### config.mk
export PLATFORM = sky130hd
export DESIGN_NAME = hline_ctrl_seq
export DESIGN_NICKNAME = d
export VERILOG_FILES = /design/src/rtl/hline_ctrl_pkg.sv /design/src/rtl/hline_wr_port.sv /design/src/rtl/hline_flag_ram.sv /design/src/rtl/hline_line_fsm.sv /design/src/rtl/hline_ctrl_seq.sv
export SDC_FILE = /design/constraint.sdc
export NUM_CORES = 2
export LEC_CHECK = 0
export ABC_AREA = 0
export ABC_CLOCK_PERIOD_IN_PS = 4700
export CORE_ASPECT_RATIO = 0.75
export CORE_UTILIZATION = 50
export DETAILED_ROUTE_END_ITERATION = 10
export DONT_BUFFER_PORTS = 1
export PLACE_DENSITY = 0.61
export SYNTH_ARGS = -nofsm -noshare
export SYNTH_HDL_FRONTEND = slang
export SYNTH_SLANG_ARGS = --single-unit
export TNS_END_PERCENT = 10
### constraint.sdc
create_clock -name clk -period 4.7 [get_ports clk]
set_clock_uncertainty 0.15 [all_clocks]
set_input_delay 0.94 -clock clk [delete_from_list [all_inputs] [get_ports clk]]
set_output_delay 0.94 -clock clk [all_outputs]
set_load 0.01 [all_outputs]
### src/rtl/hline_ctrl_pkg.sv
`timescale 1ns/1ps
package hline_ctrl_pkg;
    localparam int FLAG_W   = 4;
    localparam int BIT_MID  = 0;
    localparam int BIT_SWT  = 1;
    localparam int BIT_SYNC = 2;
    localparam int BIT_SETC = 3;

    typedef enum logic [1:0] {
        ST_HOLD  = 2'd0,
        ST_SCAN  = 2'd1,
        ST_BLANK = 2'd2
    } line_state_t;

    typedef struct packed {
        logic hblank;
        logic hsync;
        logic midline;
        logic line_start;
    } line_out_t;
endpackage

### src/rtl/hline_wr_port.sv
`timescale 1ns/1ps
module hline_wr_port #(
    parameter int PTR_W = 8
) (
    input  logic             clk,
    input  logic             rst,
    input  logic             wr_en,
    input  logic             wr_addr_load,
    input  logic [PTR_W-1:0] wr_addr_val,
    output logic [PTR_W-1:0] wr_idx
);
    logic [PTR_W-1:0] addr_q;

    // a load in the same cycle redirects the write
    assign wr_idx = wr_addr_load ? wr_addr_val : addr_q;

    always_ff @(posedge clk) begin
        if (rst) begin
            addr_q <= '0;
        end else if (wr_en) begin
            addr_q <= wr_idx + 1'b1;
        end else if (wr_addr_load) begin
            addr_q <= wr_addr_val;
        end
    end
endmodule

### src/rtl/hline_flag_ram.sv
`timescale 1ns/1ps
module hline_flag_ram
    import hline_ctrl_pkg::*;
#(
    parameter int PTR_W = 8
) (
    input  logic              clk,
    input  logic              rst,
    input  logic              wr_en,
    input  logic [PTR_W-1:0]  wr_idx,
    input  logic [FLAG_W-1:0] wr_data,
    input  logic [PTR_W-1:0]  rd_ptr,
    output logic [FLAG_W-1:0] rd_flags
);
    localparam int DEPTH = 1 << PTR_W;

    logic [FLAG_W-1:0] mem [DEPTH];

    assign rd_flags = mem[rd_ptr];

    always_ff @(posedge clk) begin
        if (rst) begin
            for (int i = 0; i < DEPTH; i++) begin
                mem[i] <= '0;
            end
        end else if (wr_en) begin
            mem[wr_idx] <= wr_data;
        end
    end
endmodule

### src/rtl/hline_line_fsm.sv
`timescale 1ns/1ps
module hline_line_fsm
    import hline_ctrl_pkg::*;
#(
    parameter int              PTR_W       = 8,
    parameter logic [PTR_W-1:0] RESTART_PTR = 8'h68
) (
    input  logic              clk,
    input  logic              rst,
    input  logic              force_blank,
    input  logic [FLAG_W-1:0] rd_flags,
    output logic [PTR_W-1:0]  rd_ptr,
    output line_out_t         outs
);
    line_state_t      state_q, state_d;
    logic [PTR_W-1:0] ptr_q, ptr_d;
    line_out_t        outs_d;

    assign rd_ptr = ptr_q;

    // next state, pointer and output decode
    always_comb begin
        state_d = state_q;
        ptr_d   = ptr_q + 1'b1;
        outs_d  = '0;
        unique case (state_q)
            ST_HOLD: begin
                ptr_d = RESTART_PTR;
                if (force_blank) begin
                    outs_d.hblank = 1'b1;
                end else begin
                    state_d           = ST_SCAN;   // T_RELEASE
                    outs_d.line_start = 1'b1;
                end
            end
            ST_SCAN: begin
                outs_d.midline = rd_flags[BIT_MID];
                if (rd_flags[BIT_SETC]) begin
                    state_d       = ST_BLANK;      // T_SETC
                    outs_d.hblank = 1'b1;
                    outs_d.hsync  = rd_flags[BIT_SYNC];
                end
            end
            ST_BLANK: begin
                outs_d.midline = rd_flags[BIT_MID];
                outs_d.hblank  = 1'b1;
                outs_d.hsync   = rd_flags[BIT_SYNC];
                if (rd_flags[BIT_SWT]) begin
                    state_d           = ST_SCAN;   // T_SWITCH
                    ptr_d             = RESTART_PTR;
                    outs_d.line_start = 1'b1;
                end
            end
            default: begin
                state_d = ST_HOLD;
                ptr_d   = RESTART_PTR;
                outs_d.hblank = 1'b1;
            end
        endcase
        if (force_blank && state_q != ST_HOLD) begin
            state_d = ST_HOLD;                     // T_FORCE
            ptr_d   = RESTART_PTR;
            outs_d  = '0;
            outs_d.hblank = 1'b1;
        end
    end

    // state register
    always_ff @(posedge clk) begin
        if (rst) begin
            state_q <= ST_HOLD;
            ptr_q   <= RESTART_PTR;
        end else begin
            state_q <= state_d;
            ptr_q   <= ptr_d;
        end
    end

    // output register
    always_ff @(posedge clk) begin
        if (rst) begin
            outs <= '{hblank: 1'b1, hsync: 1'b0, midline: 1'b0, line_start: 1'b0};
        end else begin
            outs <= outs_d;
        end
    end
endmodule

### src/rtl/hline_ctrl_seq.sv
`timescale 1ns/1ps
module hline_ctrl_seq
    import hline_ctrl_pkg::*;
#(
    parameter int               PTR_W       = 8,
    parameter logic [PTR_W-1:0] RESTART_PTR = 8'h68
) (
    input  logic             clk,
    input  logic             rst,
    input  logic             force_blank,
    input  logic             wr_en,
    input  logic             wr_addr_load,
    input  logic [PTR_W-1:0] wr_addr_val,
    input  logic [3:0]       wr_data,
    output logic             hblank,
    output logic             hsync,
    output logic             midline,
    output logic             line_start
);
    logic [PTR_W-1:0]  wr_idx;
    logic [PTR_W-1:0]  rd_ptr;
    logic [FLAG_W-1:0] rd_flags;
    line_out_t         outs;

    hline_wr_port #(.PTR_W(PTR_W)) u_wr (
        .clk(clk), .rst(rst), .wr_en(wr_en), .wr_addr_load(wr_addr_load),
        .wr_addr_val(wr_addr_val), .wr_idx(wr_idx)
    );

    hline_flag_ram #(.PTR_W(PTR_W)) u_ram (
        .clk(clk), .rst(rst), .wr_en(wr_en), .wr_idx(wr_idx),
        .wr_data(wr_data), .rd_ptr(rd_ptr), .rd_flags(rd_flags)
    );

    hline_line_fsm #(.PTR_W(PTR_W), .RESTART_PTR(RESTART_PTR)) u_fsm (
        .clk(clk), .rst(rst), .force_blank(force_blank),
        .rd_flags(rd_flags), .rd_ptr(rd_ptr), .outs(outs)
    );

    assign hblank     = outs.hblank;
    assign hsync      = outs.hsync;
    assign midline    = outs.midline;
    assign line_start = outs.line_start;
endmodule

== Word level (Yosys, flattened, before mapping) ==
Memories as Yosys holds them, arrays and structs flattened. A register that Yosys moved wholly into a read port is not among the register bits.
Cells that the tools add are included.
Cells by class
  reductions and logical operators: 6
  equal/unequal tests: 5
  muxes and demuxes: 24
  $add $sub $neg: 2
Operator list (count)
  $mux W8: 5
  $add A8 B1 Y8 const B: 2
  $pmux W8 S2: 1
  $mux W1: 9
  $mux W2: 4
  $ne A2 B2 Y1 const B: 3
  $pmux W2 S3: 1
  $mux W4: 1
  $pmux W1 S2: 2
  $pmux W2 S2: 1
  $reduce_or A4 Y1: 1
  $reduce_and A3 Y1: 1
  $eq A2 B1 Y1 const B: 1
  $eq A2 B2 Y1 const B: 1
  $logic_not A2 Y1: 1
  $reduce_bool A2 Y1: 1
  $reduce_or A2 Y1: 1
  $logic_and A1 B1 Y1: 1
Storage, ports and cells
  flip-flop bits (word level): 22
  memories: 1
  logic and storage cells: 45
  memory bits (writable): 1024
  output and inout port bits: 4
  input port bits: 17
Memory list
  u_ram.mem: depth 256, bits a word 4, read ports 1, clocked after memory_dff 1, wr ports 256, line hline_flag_ram.sv:17  | logic [FLAG_W-1:0] mem [DEPTH];

== Longest topological paths before layout ==
  depth after elaboration: 5
  depth in mapped cells: 13
  mapped depth without buffers: 8

== Cells and area by module ==
A second synthesis with hierarchy kept.
Second synthesis, totals
  cell total of the unflattened synthesis: 3719
  area, all modules: 50718.6 um^2
By module, submodules not included
  hline_flag_ram: instances 1, seq. area each 30749.5 um^2, area each 49568.8 um^2, cells each 3596
  hline_line_fsm: instances 1, seq. area each 280.3 um^2, area each 631.9 um^2, cells each 71
  hline_wr_port: instances 1, seq. area each 160.2 um^2, area each 518.0 um^2, cells each 52

== Worst setup path before layout ==
Ideal clock, no wire load.
  path kind: input to register
  start: in wr_addr_load
  end: mem u_ram.mem[224][0], enable pin
  path slack: 0.948 ns
  data arrival time: 3.264 ns
  buffers on the path: 5
  library setup time: 0.338 ns
  stages: 11
  required time: 4.212 ns
  path through: clkbuf_1 buf_2 mux2_2 inv_1 ha_1 clkbuf_1 and3_1 clkbuf_1 nand2_1 clkbuf_1 o21bai_1
RTL lines
  start: declaration: line hline_ctrl_seq.sv:12  | input logic wr_addr_load,
  end: declaration: line hline_flag_ram.sv:17

==> results.md <==
- Async SR Flop Fraction: 0%
- Number of distinct library cells after synthesis: 57
- GPL Wtd Cong: 0.971
- Share of layout cells above drive strength 1: 14.3%
- Synthesized Nets: 3710
- Detailed router's first-iteration violation count: 4761
- Standard-cell rows: 98
- Core area: 95600 µm²
- CTS max path bufs: 3
- Mapped cell area: 48500 µm²
- CTS H-tree lvls: 3
- Max Fanout on Critical Path: 58
- Final Cell Area: 53100 µm²
- Avg Inst Size Synth: 13.2 µm²
- Largest net degree at the start of global routing: 269
- Max Cap Viol: 0
- Area Growth Syn to Fin: 9.53%
- CP Launch Type: flop
- Port Buf Inserts: 0
- CTS tree: yes
- Fin nets: 3627
- R2R setup slack: 0.39 ns
- Sequential share of the synthesized area: 64.3%
- Clock Tree Root: clkbuf_16
- P_int: 15.9 mW
- Slew HR: 26.5%
- Vias per inst: 6.59
- TritonCTS buffer count: 104
- Arrival @ worst endpoint: 4.75 ns
- Gr usage total: 31.6%
- Setup total negative slack: 0 ns
- Synth warn: 0
- Clk slew on worst S/H paths: 0.07 ns
- Final min period: 4.31 ns
- DRC: 0
- Initial Util: 50.7%
- Synth area leader: edfxtp_1
- Antenna viol nets, final: 0
- Routed via count: 32.5k
- Die Y: 272 µm
- Final hold slack: 0.190 ns
- Placed Area: 49900 µm²
- RSZ-0062 raised after global routing: false
- Period utilization: 91.7%
- Dpl cells: 4745
- Worst Path Required: 5.14 ns
- Mapped Cells: 3684
- Drt pass-1 iters: 6
- Fin. Hold Viols: 0
- Slew Limit Fails: 0
- Sequential Power Share: 49.9%
- DIE AREA: 98200 µm²
- Final Util: 55.5%
- Synth top area cells: edfxtp_1 (63%), mux4_2 (8.0%), nor2_1 (7.1%)
- Vias in the first global route: 31.3k
- Final setup vio count: 0
- Clk Latency, worst-skew pair: 0.71 ns
- Main synth FF type: edfxtp_1
- Switch Pwr: 5.51 mW
- Largest family of logic cells by synthesized area: simple AND/OR/NAND/NOR gates
- Adder-cell share of the synthesized area: 0.232%
- Leak: 17.6 nW
- Outcome: completed
- EDFF count, synth: 1024
- Post-CTS Setup Inserts: 0
- Worst slew pin tran: 1.10 ns
- Global route overflow: 0
- Placed wire-length estimate: 102 mm
- Net Sw Frac: 25.7%
- Critical path endpoint category: flop
- Simple-Gate Fraction of Synth Area: 13.0%
- # clock sinks: 1046
- Min-delay worst type: in -> reg
- WL per Instance: 31.6 µm
- IO Pins: 21
- Setup CP Type: reg -> reg
- Share of the synthesized area in the top cell type: 63.4%
- Hold-fix buffers, CTS: 0
- # resized after CTS: 0
- Non-Filler Instances: 4933
- Power per Cell Area: 403 nW/µm²
- Comb power frac: 12.6%
- Clock group share of total power: 37.5%
- Post-Route WL: 156 mm
- Worst vdd ir: 0.000314 V
- Die Wd: 362 µm
- Global-route wire length before repair: 222 mm
- FMAX: 232 MHz
- Compound-gate portion of the synthesized area: 7.09%
- Post-synthesis xor/xnor area fraction: 0.199%
- Mux cell area share after synthesis: 12.2%
- Initial antenna violation count: 3
- Synthesized flop and latch total: 1046
## cells in the mapped netlist (3+ instances only)
master,number
xnor2_1,9
nor2b_1,8
dfxtp_1,22
nor3_1,17
or2_2,50
edfxtp_1,1024
nand2_1,171
and2_1,205
mux4_2,172
o21ai_0,9
a21o_1,69
a22o_1,6
mux2_2,10
o31ai_1,5
buf_2,24
o31a_1,3
o22ai_1,54
o21bai_1,138
inv_1,8
o211a_1,3
buf_4,23
and3_1,51
a31oi_1,5
buf_6,9
a21oi_1,57
nor2_1,918
o221ai_1,78
nand2b_1,6
ha_1,9
mux2i_1,194
nand3_1,12
a22oi_1,14
or3_1,4
a211oi_1,11
buf_1,31
clkbuf_1,226
## routing by layer
metal	routed length (µm)	GRT usage, %
met5	50	0
met4	4840	9.53
met3	22000	9.91
met2	66600	45.3
met1	62300	46.3
## placed cells by master (no fill, tap or decap), types with 7 or more instances in the layout
cell	count
dfxtp_1	18
and3_1	51
nor3_1	16
xnor2_1	9
nand2_2	9
a21o_1	69
nand3_1	9
o22ai_1	54
mux2i_1	194
buf_12	16
or2_2	50
a211oi_1	11
nor2_1	918
ha_1	9
nor2b_1	7
mux4_2	172
a22oi_1	14
a21oi_1	57
clkinv_1	21
and2_1	204
clkinv_2	20
o21ai_0	9
buf_4	108
o221ai_1	78
edfxtp_1	1024
inv_1	8
mux2_2	10
o21bai_1	138
nand2_1	161
clkbuf_1	18
clkbuf_16	106
## per-stage QoR
stage               setup slack [ns]  power (mW)
global route                   0.289        21.9
floorplan                      0.948        12.5
CTS                            0.510        21.3
finish                         0.389        21.4
global placement               0.472        13.4
detailed placement             0.543        13.5
## layout make-up
| type | instances | area (µm²) |
|---|---|---|
| inverter | 10 | 37.5 |
| fill | 7708 | 42500 |
| sequential | 1046 | 31200 |
| timing repair buffer | 124 | 1130 |
| clock inverter | 56 | 420 |
| antenna | 4 | 10.0 |
| clock buffer | 128 | 2780 |
| tap | 1250 | 1560 |
| multi-input combinational | 2315 | 16000 |
## kinds of logic after synthesis
group                    count (synthesis)
flip-flops                            1046
AO/OA/AOI/OAI                          468
multiplexers                           376
XOR/XNOR                                11
buffers and inverters                  323
AND/OR/NAND/NOR                       1451
adder cells (fa/ha/maj)                  9
## power by group through the flow
stage / combinational, mW / clock (mW) / sequential (mW)
4_1_cts: 2.62 / 8.05 / 10.7
5_1_grt: 2.79 / 8.41 / 10.7
3_5_place_dp: 2.61 / 0 / 10.9
3_3_place_gp: 2.59 / 0 / 10.9
2_1_floorplan: 1.72 / 0 / 10.8
6_report: 2.69 / 8.03 / 10.7
## worst max-delay path: stages, from the launching register on
cell	delay (ns)
dfxtp_4	0.71
buf_12	0.45
mux4_2	0.58
a22o_1	0.29
o32ai_1	0.73
o221ai_1	0.25
o31ai_1	0.55
o21ai_0	0.22
o211a_1	0.17
## flip-flops by register name, summed over array words and instances, names as in the netlist
register / count
u_wr.addr_q: 8
u_fsm.state_q: 2
u_ram.mem: 1024
u_fsm.outs: 4
u_fsm.rd_ptr: 8
## path summary, 6_finish.rpt
path,start,endpoint,cells past startpoint
min reg2reg,u_fsm.state_q[0]$_SDFFE_PP0P_,u_fsm.state_q[0]$_SDFFE_PP0P_,2
max reg2reg,u_fsm.rd_ptr[0]$_SDFF_PP0_,u_fsm.state_q[1]$_SDFFE_PP0P_,8
max,u_fsm.rd_ptr[0]$_SDFF_PP0_,u_fsm.state_q[1]$_SDFFE_PP0P_,8
min,force_blank,u_fsm.outs[3]$_SDFF_PP1_,2
(Power assumes the default switching activity.)
